$ cat src/rtl/usb_hs_pkg.sv
package usb_hs_pkg;

  localparam int REG_W = 8;

  typedef enum logic [1:0] {
    EV_SETUP = 2'd0,
    EV_OUT   = 2'd1,
    EV_IN    = 2'd2,
    EV_STALL = 2'd3
  } ev_kind_t;

  typedef enum logic [2:0] {
    ST_IDLE   = 3'd0,
    ST_SETUP  = 3'd1,
    ST_WDATA  = 3'd2,
    ST_RDATA  = 3'd3,
    ST_WSTAT  = 3'd4,
    ST_RSTAT  = 3'd5,
    ST_NDSTAT = 3'd6
  } stage_t;

  // Next control-transfer stage from accepted endpoint-0 events and data-end.
  function automatic stage_t next_stage(stage_t cur, logic setup, logic out_ev,
                                        logic in_ev, logic dend);
    stage_t nxt;
    nxt = cur;
    if (setup) begin
      nxt = ST_SETUP;
    end else begin
      case (cur)
        ST_SETUP:  if (out_ev) nxt = ST_WDATA;
                   else if (in_ev) nxt = ST_RDATA;
                   else if (dend) nxt = ST_NDSTAT;
        ST_WDATA:  if (!out_ev && dend) nxt = ST_WSTAT;
        ST_RDATA:  if (!in_ev && dend) nxt = ST_RSTAT;
        ST_WSTAT:  if (in_ev) nxt = ST_IDLE;
        ST_RSTAT:  if (out_ev) nxt = ST_IDLE;
        ST_NDSTAT: if (in_ev) nxt = ST_IDLE;
        default:   nxt = cur;
      endcase
    end
    return nxt;
  endfunction

  // Status word layout: bit0 tx-done, 1 OUT, 2 SETUP, 3 stall-sent, 4 toggle.
  function automatic logic [REG_W-1:0] pack_status(logic txd, logic rxo, logic rxs,
                                                   logic sts, logic tog);
    return {3'b000, tog, sts, rxs, rxo, txd};
  endfunction

  // Control word readback: bits 7..4 persistent, acknowledge bits read zero.
  function automatic logic [REG_W-1:0] pack_control(logic en, logic dend, logic fst,
                                                    logic txr);
    return {en, dend, fst, txr, 4'b0000};
  endfunction

endpackage

$ cat src/rtl/usb_ep_regs.sv
module usb_ep_regs
  import usb_hs_pkg::*;
#(
  parameter bit IS_CTRL = 1'b0,
  parameter int CNT_W   = 5
) (
  input  logic             clk,
  input  logic             rst_n,
  input  logic             ev_hit,
  input  logic [1:0]       ev_kind,
  input  logic [CNT_W-1:0] ev_len,
  input  logic             car_we,
  input  logic [REG_W-1:0] car_wdata,
  output logic [REG_W-1:0] csr_rd,
  output logic [REG_W-1:0] car_rd,
  output logic [REG_W-1:0] cnt_rd,
  output logic             acc_setup,
  output logic             acc_out,
  output logic             acc_in,
  output logic             acc_xfer,
  output logic             dend_o,
  output logic             tog_o,
  output logic             en_o
);

  logic tx_done, rx_out, rx_setup, stall_sent, toggle;
  logic tx_ready, fstall, dend, enable;
  logic [CNT_W-1:0] cnt;
  logic acc_stall;

  assign acc_setup = IS_CTRL && ev_hit && (ev_kind == EV_SETUP) && enable;
  assign acc_out   = ev_hit && (ev_kind == EV_OUT) && enable && !fstall;
  assign acc_in    = ev_hit && (ev_kind == EV_IN) && enable && !fstall && tx_ready;
  assign acc_stall = ev_hit && (ev_kind == EV_STALL) && enable && fstall;
  assign acc_xfer  = acc_setup || acc_out || acc_in;

  always_ff @(posedge clk or negedge rst_n) begin
    if (!rst_n) begin
      tx_done    <= 1'b0;
      rx_out     <= 1'b0;
      rx_setup   <= 1'b0;
      stall_sent <= 1'b0;
      toggle     <= 1'b0;
      tx_ready   <= 1'b0;
      fstall     <= 1'b0;
      dend       <= 1'b0;
      enable     <= 1'b0;
      cnt        <= '0;
    end else begin
      if (car_we) begin
        if (car_wdata[0]) tx_done    <= 1'b0;
        if (car_wdata[1]) rx_out     <= 1'b0;
        if (car_wdata[2]) rx_setup   <= 1'b0;
        if (car_wdata[3]) stall_sent <= 1'b0;
        tx_ready <= car_wdata[4];
        fstall   <= car_wdata[5];
        dend     <= car_wdata[6];
        enable   <= car_wdata[7];
      end
      if (acc_setup) begin
        rx_setup <= 1'b1;
        cnt      <= ev_len;
        fstall   <= 1'b0;
        dend     <= 1'b0;
      end
      if (acc_out) begin
        rx_out <= 1'b1;
        cnt    <= ev_len;
      end
      if (acc_in) begin
        tx_ready <= 1'b0;
        tx_done  <= 1'b1;
      end
      if (acc_stall) stall_sent <= 1'b1;
      if (acc_xfer)  toggle     <= ~toggle;
    end
  end

  assign csr_rd = pack_status(tx_done, rx_out, rx_setup, stall_sent, toggle);
  assign car_rd = pack_control(enable, dend, fstall, tx_ready);
  assign cnt_rd = {{(REG_W-CNT_W){1'b0}}, cnt};
  assign dend_o = dend;
  assign tog_o  = toggle;
  assign en_o   = enable;

endmodule

$ cat src/rtl/usb_ctl_stage.sv
module usb_ctl_stage
  import usb_hs_pkg::*;
(
  input  logic   clk,
  input  logic   rst_n,
  input  logic   acc_setup,
  input  logic   acc_out,
  input  logic   acc_in,
  input  logic   dend,
  output stage_t stage
);

  always_ff @(posedge clk or negedge rst_n) begin
    if (!rst_n) stage <= ST_IDLE;
    else        stage <= next_stage(stage, acc_setup, acc_out, acc_in, dend);
  end

endmodule

$ cat src/rtl/usb_ep_handshake.sv
module usb_ep_handshake
  import usb_hs_pkg::*;
#(
  parameter int NUM_EP = 3,
  parameter int CNT_W  = 5,
  localparam int EP_W   = (NUM_EP > 1) ? $clog2(NUM_EP) : 1,
  localparam int ADDR_W = EP_W + 2
) (
  input  logic              clk,
  input  logic              rst_n,
  input  logic              ev_valid,
  input  logic [EP_W-1:0]   ev_ep,
  input  logic [1:0]        ev_kind,
  input  logic [CNT_W-1:0]  ev_len,
  input  logic              wr_en,
  input  logic [ADDR_W-1:0] wr_addr,
  input  logic [REG_W-1:0]  wr_data,
  input  logic [ADDR_W-1:0] rd_addr,
  output logic [REG_W-1:0]  rd_data,
  output logic              irq,
  output logic [2:0]        stage
);

  localparam logic [1:0] GRP_CSR = 2'd0;
  localparam logic [1:0] GRP_CAR = 2'd1;
  localparam logic [1:0] GRP_CNT = 2'd2;
  localparam logic [1:0] GRP_INT = 2'd3;

  logic [REG_W-1:0] csr_rd [NUM_EP];
  logic [REG_W-1:0] car_rd [NUM_EP];
  logic [REG_W-1:0] cnt_rd [NUM_EP];
  logic [NUM_EP-1:0] acc_setup_v, acc_out_v, acc_in_v, acc_xfer;
  logic [NUM_EP-1:0] dend_v, tog_vec, en_vec, int_flags;
  logic acc_setup0;
  logic int_ack_we;
  stage_t stage_q;

  wire [1:0]      wr_grp = wr_addr[ADDR_W-1:ADDR_W-2];
  wire [EP_W-1:0] wr_idx = wr_addr[EP_W-1:0];
  wire [1:0]      rd_grp = rd_addr[ADDR_W-1:ADDR_W-2];
  wire [EP_W-1:0] rd_idx = rd_addr[EP_W-1:0];

  assign int_ack_we = wr_en && (wr_grp == GRP_INT) && (wr_idx == EP_W'(1));

  for (genvar i = 0; i < NUM_EP; i++) begin : g_ep
    usb_ep_regs #(
      .IS_CTRL (i == 0),
      .CNT_W   (CNT_W)
    ) u_regs (
      .clk       (clk),
      .rst_n     (rst_n),
      .ev_hit    (ev_valid && (ev_ep == EP_W'(i))),
      .ev_kind   (ev_kind),
      .ev_len    (ev_len),
      .car_we    (wr_en && (wr_grp == GRP_CAR) && (wr_idx == EP_W'(i))),
      .car_wdata (wr_data),
      .csr_rd    (csr_rd[i]),
      .car_rd    (car_rd[i]),
      .cnt_rd    (cnt_rd[i]),
      .acc_setup (acc_setup_v[i]),
      .acc_out   (acc_out_v[i]),
      .acc_in    (acc_in_v[i]),
      .acc_xfer  (acc_xfer[i]),
      .dend_o    (dend_v[i]),
      .tog_o     (tog_vec[i]),
      .en_o      (en_vec[i])
    );

    always_ff @(posedge clk or negedge rst_n) begin
      if (!rst_n)                          int_flags[i] <= 1'b0;
      else if (acc_xfer[i])                int_flags[i] <= 1'b1;
      else if (int_ack_we && wr_data[i])   int_flags[i] <= 1'b0;
    end
  end

  assign acc_setup0 = acc_setup_v[0];

  usb_ctl_stage u_stage (
    .clk       (clk),
    .rst_n     (rst_n),
    .acc_setup (acc_setup0),
    .acc_out   (acc_out_v[0]),
    .acc_in    (acc_in_v[0]),
    .dend      (dend_v[0]),
    .stage     (stage_q)
  );

  always_comb begin
    rd_data = '0;
    if (rd_grp == GRP_INT) begin
      if (rd_idx == '0) rd_data = REG_W'(int_flags);
    end else begin
      for (int i = 0; i < NUM_EP; i++) begin
        if (rd_idx == EP_W'(i)) begin
          case (rd_grp)
            GRP_CSR: rd_data = csr_rd[i];
            GRP_CAR: rd_data = car_rd[i];
            GRP_CNT: rd_data = cnt_rd[i];
            default: rd_data = '0;
          endcase
        end
      end
    end
  end

  assign irq   = |int_flags;
  assign stage = stage_q;

endmodule

$ cat config.mk
export PLATFORM = sky130hd
export DESIGN_NAME = usb_ep_handshake
export DESIGN_NICKNAME = d
export VERILOG_FILES = /design/src/rtl/usb_hs_pkg.sv /design/src/rtl/usb_ep_regs.sv /design/src/rtl/usb_ctl_stage.sv /design/src/rtl/usb_ep_handshake.sv
export SDC_FILE = /design/constraint.sdc
export NUM_CORES = 1
export LEC_CHECK = 0
export CAP_MARGIN = 10
export CORE_MARGIN = 2
export CORE_UTILIZATION = 25
export CTS_CLUSTER_SIZE = 28
export DETAILED_ROUTE_END_ITERATION = 10
export DONT_BUFFER_PORTS = 1
export PLACE_DENSITY_LB_ADDON = 0.2
export SETUP_SLACK_MARGIN = 0.05
export SYNTH_ARGS = -nofsm -noshare
export SYNTH_HDL_FRONTEND = slang
export SYNTH_SLANG_ARGS = --single-unit
$ cat constraint.sdc
create_clock -name clk -period 3.75 [get_ports clk]
set_input_delay 0.375 -clock clk [delete_from_list [all_inputs] [get_ports clk]]
set_output_delay 0.375 -clock clk [all_outputs]
set_load 0.01 [all_outputs]
==> summary.txt, run 1 <==
Outcome
  • Status: finished clean

Clock tree
  • Worst skew pair latency: 0.31 ns
  • CTS tree: done
  • Post-CTS sizing: 0
  • CTS Root Cell: clkbuf_8
  • CTS max path bufs: 2
  • Clock buffer count from CTS: 5
  • H-tree depth: 2
  • Clock Pin Slew Worst Setup and Hold Paths: 0.10 ns
  • Clock sinks: 46

Global route
  • Gr ovfl total: 0
  • Pin count of the biggest net entering global routing: 47
  • First-pass GRT wire length: 11100 um
  • Total global-route track usage: 13.5%
  • Initial antenna violation count: 0
  • Vias in the first global route: 1926

Power and ir drop
  • Flop pwr share: 50.0%
  • Part of the power in combinational logic: 19.5%
  • Cell Pwr Density: 542 nW/um^2
  • Worst-case vdd ir drop: 0.134 mV
  • Net Switching: 0.443 mW
  • Internal power: 1.05 mW
  • Clock Power Share: 30.6%
  • Switching Share: 29.7%
  • Lkg Pwr: 1.17 nW

Die
  • Chip Width: 104 um
  • Core box area: 9680 um^2
  • Die span in y: 104 um
  • Starting Density: 25.6%
  • Total die area: 10700 um^2
  • Ports: 41
  • # rows: 36

Critical path
  • Critical path class: register to register
  • CP Max Fanout: 9
  • CP Launch Type: register
  • Worst EP required: 3.95 ns
  • Worst path arrival time: 2.39 ns
  • CP endpoint kind: register

Detailed routing
  • Routed via count: 1838
  • Residual DRC: 0
  • Drt pass-1 iters: 4
  • Routed wire per std cell: 18.7 um
  • Starting DRT DRC Count: 111
  • Vias per cell: 4.93
  • Antenna-violating nets left: 0
  • Final wirelength: 6970 um

Yosys
  • Post-Syn Instances: 243
  • FF+latch count, synth: 46
  • Net Count, Synth: 272
  • YS warnings: 0
  • Post-Syn Area: 2480 um^2
  • Average size of a mapped cell: 10.2 um^2
  • Most common flop cell mapped by yosys: dfrtp_1
  • Post-synth cell types: 44
  • Seq/Total Area, Yosys: 46.5%
  • Post-synth EDFFs: 0
  • FFs w/ async S/R, synth: 100%

Timing
  • Final hold viol count: 0
  • Headroom to the max-slew limit: 23.9%
  • Slew Viols, Final: 0
  • RSZ-0062 raised after global routing: no
  • Max Freq: 0.456 GHz
  • Crit path time final: 2.19 ns
  • Final setup fails: 0
  • Final worst-path cycle share: 58.5%
  • Worst slew pin tran: 1.14 ns
  • Clock skew: 0.0104 ns
  • Final setup TNS: 0 ns

Finish
  • Multi-input gate area: 1250 um^2
  • Storage cell area: 1150 um^2
  • Layout cells sized above 1: 17.1%
  • Post-route cell area: 2760 um^2
  • Fillers: 1018
  • ANT cells: 0
  • Nets: 268
  • Area delta synth->final: 11.4%

Placement
  • Post-DP HPWL: 4980 um
  • I/O Buffers: 0
  • Post-DP Area: 2580 um^2
  • Final GP Congestion: 0.758

Hold path
  • Hold Crit Class: primary input to register

Run
  • Max cap viols: 0
==> layout by cell type (no fill, tap or decap), drive strengths merged, types with 2 or more instances in the layout <==
| cell type | instances |
|---|---|
| dfrtp | 46 |
| nor2 | 25 |
| nand2 | 24 |
| mux2 | 23 |
| mux2i | 12 |
| a21oi | 9 |
| o21ai | 9 |
| nor3 | 9 |
| nor2b | 6 |
| nand2b | 6 |
| nand3 | 6 |
| a21o | 6 |
| inv | 5 |
| clkbuf | 5 |
| a211o | 4 |
| a22oi | 3 |
| or3 | 3 |
| xnor2 | 3 |
| o31ai | 3 |
| o22ai | 2 |
| and3 | 2 |
| a32oi | 2 |
| nand4bb | 2 |
| o2bb2ai | 2 |
| nand4b | 2 |
| bufinv | 2 |
| a211oi | 2 |
==> critical path, stage by stage (launching register included) <==
cell       delay [ns]
dfrtp_1          0.37
nand4bb_1        0.34
nor3_2           0.56
nand2b_1         0.43
mux2_2           0.38
==> what timing repair did <==
item | 4_1_cts | 5_1_grt
hold buffers | 2 | 0
endpoints found under the hold margin | 46 | 0
buffers inserted | 0 | 0
==> final timing paths <==
path	from	to	slack, ns	cells after the start
min reg2reg	g_ep[2].u_regs.tog_o	g_ep[2].u_regs.tog_o	0.49	1
max reg2reg	g_ep[0].u_regs.en_o	g_ep[0].u_regs.cnt[2]	1.56	4
min in group asynchronous	rst_n	g_ep[0].u_regs.cnt[4]	0.57	2
max	g_ep[0].u_regs.en_o	g_ep[0].u_regs.cnt[2]	1.56	4
max in group asynchronous	rst_n	g_ep[0].u_regs.fstall	2.95	2
min	ev_len[0]	g_ep[0].u_regs.cnt[0]	0.20	1
==> sequential cells by signal (all words and copies together) (netlist names) <==
signal                  count
g_ep.u_regs.tx_done         3
g_ep.u_regs.tog_o           3
g_ep.u_regs.dend_o          3
g_ep.u_regs.rx_out          3
u_stage.stage               3
g_ep.u_regs.stall_sent      3
g_ep.u_regs.en_o            3
g_ep.u_regs.tx_ready        3
g_ep.u_regs.rx_setup        1
g_ep.u_regs.cnt            15
g_ep.u_regs.fstall          3
int_flags                   3
==> cell families after synthesis <==
| group | Yosys count | synth area share, % |
|---|---|---|
| XOR/XNOR | 3 | 1.06 |
| multiplexers | 36 | 16.2 |
| buffers and inverters | 18 | 3.13 |
| AO/OA/AOI/OAI | 47 | 13.3 |
| flip-flops | 46 | 46.5 |
| AND/OR/NAND/NOR | 92 | 19.4 |
| adder cells (fa/ha/maj) | 1 | 0.404 |
==> per-stage QoR <==
step	worst slack, ns	std cells	total power [mW]	hold WS [ns]	util [%]
floorplan	1.95	243	0.965	0.0794	-
global placement	1.46	363	1.03	0.0821	26.7
detailed placement	1.48	363	1.04	0.0819	26.7
CTS	1.55	373	1.51	0.200	28.5
global route	1.30	373	1.58	0.195	28.5
finish	1.56	373	1.50	0.201	28.5
==> power groups by stage <==
stage	Sequential [mW]	Clock, mW	Combinational, mW
2_1_floorplan	0.711	0	0.254
3_3_place_gp	0.758	0	0.275
3_5_place_dp	0.757	0	0.280
4_1_cts	0.749	0.465	0.295
5_1_grt	0.768	0.485	0.331
6_report	0.747	0.457	0.291
==> metal layers <==
metal / share of wire (%) / routed length [um] / track usage, %
met3: 4.4 / 306 / 3.34
met2: 47 / 3310 / 22.2
met4: 2.8 / 192 / 5.98
met5: 0 / 0 / 0
met1: 45 / 3160 / 16.8
==> layout make-up <==
type,count,share of cell area [%]
Inverter,5,0.680
Clock inverter,3,2.49
Tap cell,133,6.03
Sequential cell,46,41.7
Multi-Input combinational cell,179,45.2
Timing Repair Buffer,2,1.36
Clock buffer,5,2.49
==> cell usage after synthesis (all sizes together), types with 3 or more instances <==
master / count / area share (%)
mux2: 23 / 10
nand3: 6 / 1.2
nor2: 25 / 3.8
buf: 3 / 0.86
nor3: 9 / 2.4
nor2b: 6 / 1.5
mux2i: 12 / 4.9
a21o: 6 / 1.8
o31ai: 3 / 0.91
inv: 5 / 0.76
nand2: 24 / 3.6
a22oi: 3 / 0.91
nand2b: 6 / 1.5
a211o: 4 / 1.4
o21ai: 9 / 1.8
dfrtp: 46 / 46
a21oi: 9 / 1.8
xnor2: 3 / 1.1
or3: 3 / 0.76
clkbuf: 10 / 1.5
Power figures use the tool's default switching activity.
==> inputs of run 2 (changes only) <==
--- a/config.mk
+++ b/config.mk
@@ -5,6 +5,7 @@
 export SDC_FILE = /design/constraint.sdc
 export NUM_CORES = 1
 export LEC_CHECK = 0
+export ABC_AREA = 1
 export CAP_MARGIN = 10
 export CORE_MARGIN = 2
 export CORE_UTILIZATION = 25
==> constraint.sdc (replaced) <==
create_clock -name clk -period 1.9 [get_ports clk]
set_input_delay 0.19 -clock clk [delete_from_list [all_inputs] [get_ports clk]]
set_output_delay 0.19 -clock clk [all_outputs]
set_load 0.01 [all_outputs]
==> summary.txt, run 2 <==
Finish
  • Most common cell after layout, fill and taps aside: nand2_1
  • ANT cells: 0 (unchanged)
  • Reg with most FFs: g_ep.u_regs.cnt
  • Nets: 366 (+37%)
  • Layout cells sized above 1: 7.99% (-9.1 points)
  • Max reg flops: 15 (unchanged)
  • Area delta synth->final: 12.6%
  • Most frequent cells in the layout: nand2_1, inv_1, o21ai_0
  • Util after Layout: 28.8% (+0.35 points)
  • Fillers: 1084 (+6.5%)

Yosys
  • Post-synth cell types: 30 (-32%)
  • Post-Syn Area: 2480 um^2 (+0.15%)
  • Most common flop cell mapped by yosys: dfrtp_1
  • Cell taking the most area after synthesis: dfrtp_1
  • Area contributors post-synth: dfrtp_1, nand2_1, o21ai_0, inv_1, nand3_1
  • Seq/Total Area, Yosys: 46.4% (-0.070 points)
  • Count leader, synth: nand2_1
  • Post-synth EDFFs: 0 (unchanged)
  • Synth top cells by count: nand2_1, inv_1, o21ai_0, dfrtp_1, nor2_1
  • Average size of a mapped cell: 7.58 um^2 (-26%)
  • FFs w/ async S/R, synth: 100% (unchanged)
  • Post-Syn Instances: 327 (+35%)
  • Net Count, Synth: 356 (+31%)
  • Yosys top cell area share: 46.4% (-0.070 points)
  • YS warnings: 0 (unchanged)
  • FF+latch count, synth: 46 (unchanged)

Detailed routing
  • Antenna-violating nets left: 0 (unchanged)
  • Routed via count: 2132 (+16%)
  • Drt pass-1 iters: 4 (unchanged)
  • Routed wire per std cell: 15.1 um (-19%)
  • Starting DRT DRC Count: 160 (+44%)
  • Final wirelength: 7130 um (+2.4%)
  • Vias per cell: 4.53 (-8.1%)
  • Residual DRC: 0 (unchanged)

Die
  • Core box area: 9680 um^2 (unchanged)
  • Ports: 41 (unchanged)
  • Total die area: 10700 um^2 (+0.14%)
  • Chip Width: 104 um (about the same)
  • Starting Density: 25.6% (+0.039 points)
  • Die span in y: 104 um (about the same)
  • # rows: 36 (unchanged)

Global route
  • First-pass GRT wire length: 11900 um (+6.8%)
  • Pin count of the biggest net entering global routing: 47 (unchanged)
  • Met2 Use GR: 21.8% (-0.47 points)
  • Initial antenna violation count: 0 (unchanged)
  • Met1 usage: 18.9% (+2.1 points)
  • Busiest grt layer: met2
  • Total global-route track usage: 13.9% (+0.42 points)
  • Met3 Usage GRT: 4.41% (+1.1 points)
  • Vias in the first global route: 2161 (+12%)
  • Gr ovfl total: 0 (unchanged)

Critical path
  • Critical path class: register to register
  • CP endpoint kind: register
  • CP Max Fanout: 13 (+4)
  • Worst EP required: 2.13 ns (-1.82 ns)
  • Worst path arrival time: 1.81 ns (-0.58 ns)
  • CP Launch Type: register

Timing
  • Slew Viols, Final: 0 (unchanged)
  • Crit path time final: 1.58 ns (-0.617 ns)
  • RSZ-0062 raised after global routing: no
  • Final setup TNS: 0 ns (unchanged)
  • Final worst-path cycle share: 83.0% (+25 points)
  • Final setup fails: 0 (unchanged)
  • Max Freq: 0.634 GHz (+39%)
  • Final hold viol count: 0 (unchanged)
  • Worst slew pin tran: 0.587 ns (-0.551 ns)
  • Clock skew: 0.0151 ns (+0.00468 ns)
  • Headroom to the max-slew limit: 60.7% (+37 points)

Power and ir drop
  • Cell Pwr Density: 993 nW/um^2 (+83%)
  • Lkg Pwr: 1.40 nW (+20%)
  • Worst-case vdd ir drop: 0.307 mV (+130%)

Clock tree
  • Post-CTS sizing: 0 (unchanged)
  • Worst skew pair latency: 0.31 ns (about the same)
  • CTS Root Cell: clkbuf_8
  • Clock buffer count from CTS: 5 (unchanged)
  • Clock sinks: 46 (unchanged)
  • CTS max path bufs: 2 (unchanged)
  • CTS tree: done
  • Clock Pin Slew Worst Setup and Hold Paths: 0.09 ns (about the same)
  • H-tree depth: 2 (unchanged)

Outcome
  • Status: finished clean

Placement
  • Post-DP HPWL: 5610 um (+13%)
  • I/O Buffers: 0 (unchanged)
  • Final GP Congestion: 0.793 (+4.7%)

Hold path
  • Hold Crit Class: primary input to register

Run
  • Max cap viols: 0 (unchanged)
==> run 2: path summary, 6_finish.rpt <==
kind / from / endpoint / slack (ns) / cells after the start
max: g_ep[1].u_regs.fstall / g_ep[1].u_regs.tog_o / 0.32 / 4
min: ev_len[0] / g_ep[0].u_regs.cnt[0] / 0.01 / 2
min in group asynchronous: rst_n / g_ep[1].u_regs.cnt[4] / 0.38 / 2
min reg2reg: g_ep[2].u_regs.tog_o / g_ep[2].u_regs.tog_o / 0.47 / 1
max reg2reg: g_ep[1].u_regs.fstall / g_ep[1].u_regs.tog_o / 0.32 / 4
max in group asynchronous: rst_n / g_ep[2].u_regs.dend_o / 1.29 / 2
==> run 2: stage by stage <==
| stage | setup WS (ns) | cell area [um^2] | hold slack [ns] | total power [mW] | instances |
|---|---|---|---|---|---|
| finish | 0.323 | 2790 | 0.00963 | 2.77 | 471 |
| global route | 0.149 | 2790 | 0.0242 | 2.99 | 471 |
| CTS | 0.291 | 2790 | 0.00276 | 2.80 | 471 |
| detailed placement | 0.291 | 2640 | -0.104 | 2.13 | 459 |
| global placement | 0.313 | 2640 | -0.104 | 2.12 | 459 |
| floorplan | 0.628 | 2480 | -0.106 | 1.92 | 327 |
==> run 2: where the power goes <==
part / switching, mW / internal, mW / leakage [nW]
clock: 0.373 / 0.264 / 0.0408
sequential: 0.219 / 1.23 / 0.585
combinational: 0.431 / 0.253 / 0.775
total: 1.02 / 1.75 / 1.40
==> run 2: timing repair <==
item,CTS,global route
hold buffers,4,0
setup buffers,0,0
hold endpoints to repair,48,0
==> run 2: layout make-up <==
class,instances,area [um^2],share of cell area [%]
clock inverters,3,23.8,0.851
flip-flops and latches,46,1150,41.2
inverters,52,195,6.99
well taps,133,166,5.96
clock buffers,5,68.8,2.46
repair buffers,8,87.6,3.14
multi-input cells,224,1100,39.4
==> run 2: layer usage <==
| metal | up-vias | wire [um] |
|---|---|---|
| li1 | 1090 | - |
| met1 | 995 | 3440 |
| met2 | 40 | 3200 |
| met3 | 7 | 430 |
| met4 | 0 | 70 |
| met5 | - | 0 |
==> run 2: worst max-delay path: stages (launching register included) <==
cell     delay (ns)
dfrtp_1        0.44
nor2_1         0.17
nand4_1        0.49
nand2_1        0.25
xor2_1         0.16
==> run 2: cell families after synthesis <==
family | synth area share, %
AOI/OAI and AO/OA | 16.8
and+or+nand+nor | 26.5
DFF | 46.4
xor gates and xnor gates | 1.06
buffers and inverters | 9.23
==> inputs of run 3 (changes only) <==
==> constraint.sdc (replaced) <==
create_clock -name clk -period 1.3 [get_ports clk]
set_input_delay 0.13 -clock clk [delete_from_list [all_inputs] [get_ports clk]]
set_output_delay 0.13 -clock clk [all_outputs]
set_load 0.01 [all_outputs]
==> summary.txt, run 3 (synthesis gave the netlist of run 2 again) <==
Clock tree
  • CTS max path bufs: 2 (unchanged)
  • CTS Root Cell: clkbuf_8
  • CTS tree: done
  • H-tree depth: 2 (unchanged)
  • Worst skew pair latency: 0.30 ns (about the same)
  • Clock Pin Slew Worst Setup and Hold Paths: 0.09 ns (about the same)
  • Clock sinks: 46 (unchanged)
  • Clock buffer count from CTS: 5 (unchanged)

Die
  • Total die area: 10700 um^2 (unchanged)
  • Die span in y: 104 um (unchanged)
  • # rows: 36 (unchanged)
  • Ports: 41 (unchanged)
  • Chip Width: 104 um (unchanged)
  • Core box area: 9680 um^2 (unchanged)
  • Starting Density: 25.6% (unchanged)

Critical path
  • CP Launch Type: register
  • Critical path's slowest cell: dfrtp_1
  • Max incr delay on CP: 0.42 ns (-0.07 ns)
  • Buf/Inv on CP: 1 (+1)
  • CP endpoint kind: output port
  • Instance count on the critical path: 4 (unchanged)
  • FF-to-FF Start: g_ep[0].u_regs.tx_ready
  • CP top delay family: compound AO/OA/AOI/OAI gates
  • Worst EP required: 1.17 ns (-0.96 ns)
  • CP Cell Sequence: o21ai_0 > o22ai_1 > o21ai_0 > inv_1
  • Worst path most repeated cell: o21ai_0
  • Crit path launch: g_ep[0].u_regs.stall_sent
  • Critical path class: register to output port
  • CP Max Fanout: 2 (-11)
  • Worst path arrival time: 1.27 ns (-0.54 ns)
  • Reg2reg path depth: 10 (+6)

Outcome
  • Status: finished with violations
  • Failing checks: negative setup slack

Detailed routing
  • Drt pass-1 iters: 4 (unchanged)
  • Vias per cell: 4.48 (-1.1%)
  • Final wirelength: 7640 um (+7.1%)
  • Starting DRT DRC Count: 98 (-39%)
  • Residual DRC: 0 (unchanged)
  • Antenna-violating nets left: 0 (unchanged)
  • Routed via count: 2314 (+8.5%)
  • Routed wire per std cell: 14.8 um (-2.4%)

Placement
  • I/O Buffers: 0 (unchanged)
  • Post-DP HPWL: 5760 um (+2.6%)
  • Final GP Congestion: 0.834 (+5.2%)
  • Placed Cells: 486 (+5.9%)

Global route
  • Total global-route track usage: 14.4% (+0.49 points)
  • Pin count of the biggest net entering global routing: 47 (unchanged)
  • Gr ovfl total: 0 (unchanged)
  • Vias in the first global route: 2277 (+5.4%)
  • Initial antenna violation count: 0 (unchanged)
  • First-pass GRT wire length: 12300 um (+3.8%)

Finish
  • Fin cells: 517 (+9.8%)
  • ANT cells: 0 (unchanged)
  • Nets: 412 (+13%)
  • Most common cell after layout, fill and taps aside: nand2_1
  • Layout cells sized above 1: 27.3% (+19 points)
  • Max reg flops: 15 (unchanged)
  • Area delta synth->final: 35.1%
  • Most frequent cells in the layout: nand2_1, dfrtp_1, o21ai_0
  • Reg with most FFs: g_ep.u_regs.cnt
  • Util after Layout: 34.6% (+5.8 points)

Timing
  • Slew Viols, Final: 0 (unchanged)
  • Max Freq: 0.716 GHz
  • Final setup fails: 8 (+8)
  • Final hold viol count: 0 (unchanged)
  • Worst hold slack: 0.00419 ns (-0.00544 ns)
  • Final worst-path cycle share: 107%
  • Final setup TNS: -0.434 ns (-0.434 ns)
  • Clock skew: 0.00797 ns (-0.00708 ns)
  • Worst slew pin tran: 0.434 ns (-0.153 ns)
  • Fin worst setup slack: -0.0973 ns (-0.420 ns)
  • Crit path time final: 1.40 ns
  • RSZ-0062 raised after global routing: yes
  • Headroom to the max-slew limit: 70.8% (+10 points)

Power and ir drop
  • Lkg Pwr: 1.69 nW (+21%)
  • Worst-case vdd ir drop: 0.474 mV (+54%)
  • Cell Pwr Density: 1330 nW/um^2 (+34%)

Hold path
  • Min-delay src: wr_data[6]
  • Hold Crit Class: primary input to register
  • Hold Crit Depth: 2 (unchanged)

Run
  • Max cap viols: 0 (unchanged)
[run 3: cell count changes in the layout (fill, tap and decap cells not counted), sizes merged]
cell	previous run	this run
buf	5	46
clkbuf	5	7
clkinv	0	1
clkinvlp	2	0
dlygate4sd3	3	8
inv	53	52
[run 3: metal layers]
layer | global-route usage [%] | wire length (um) | vias to the layer above
li1 | - | - | 1192
met1 | 19.9 | 3740 | 1077
met2 | 23.0 | 3480 | 40
met3 | 3.40 | 377 | 5
met4 | 3.19 | 49 | 0
met5 | 0 | 0 | -
[run 3: final cells by class]
cell class                      count  area (um^2)
Clock buffer                        7         86.3
Tap cell                          133          166
Fill cell                        1021         6330
Sequential cell                    46         1150
Multi-Input combinational cell    224         1260
Clock inverter                      1         5.00
Inverter                           52          195
Timing Repair Buffer               54          484
[run 3: what timing repair did]
| action | in CTS | in global routing |
|---|---|---|
| hold buffers | 9 | 0 |
| hold endpoints to repair | 58 | 0 |
| setup endpoints to repair | 17 | 24 |
| setup buffers | 6 | 7 |
| gates resized for setup | 18 | 43 |
| gates cloned | 0 | 1 |
| pin swaps | 15 | 12 |
[run 3: path summary, 6_finish.rpt]
path	end	slack (ns)
max in group asynchronous	u_stage.stage[2]	0.73
min	g_ep[0].u_regs.dend_o	0.004
max	rd_data[3]	-0.1
min reg2reg	g_ep[2].u_regs.tog_o	0.47
min in group asynchronous	g_ep[1].u_regs.cnt[3]	0.33
max reg2reg	u_stage.stage[1]	-0.04
[run 3: report_power, final]
part           switching, mW  internal [mW]  total (mW)
registers              0.265           1.81        2.07
clock network          0.501          0.430       0.931
logic                  0.829          0.632        1.46
total                   1.59           2.87        4.46
[run 3: worst reg2reg max path, cell delays in order, from the launching register on]
cell	delay, ns
dfrtp_1	0.37
buf_4	0.13
nand3_2	0.09
nor2_4	0.12
nand3_1	0.08
nand2_1	0.08
nand2_1	0.06
nand2_2	0.09
nand3_2	0.10
nand2_1	0.07
nand2_1	0.05
[run 3: metrics by stage]
stage / area, um^2 / worst slack (ns) / total power [mW]
2_1_floorplan: 2480 / 0.0526 / 2.81
3_3_place_gp: 2850 / 0.00897 / 3.27
3_5_place_dp: 2850 / -0.0397 / 3.29
4_1_cts: 3150 / -0.114 / 4.38
5_1_grt: 3350 / -0.201 / 4.83
6_report: 3350 / -0.0973 / 4.46
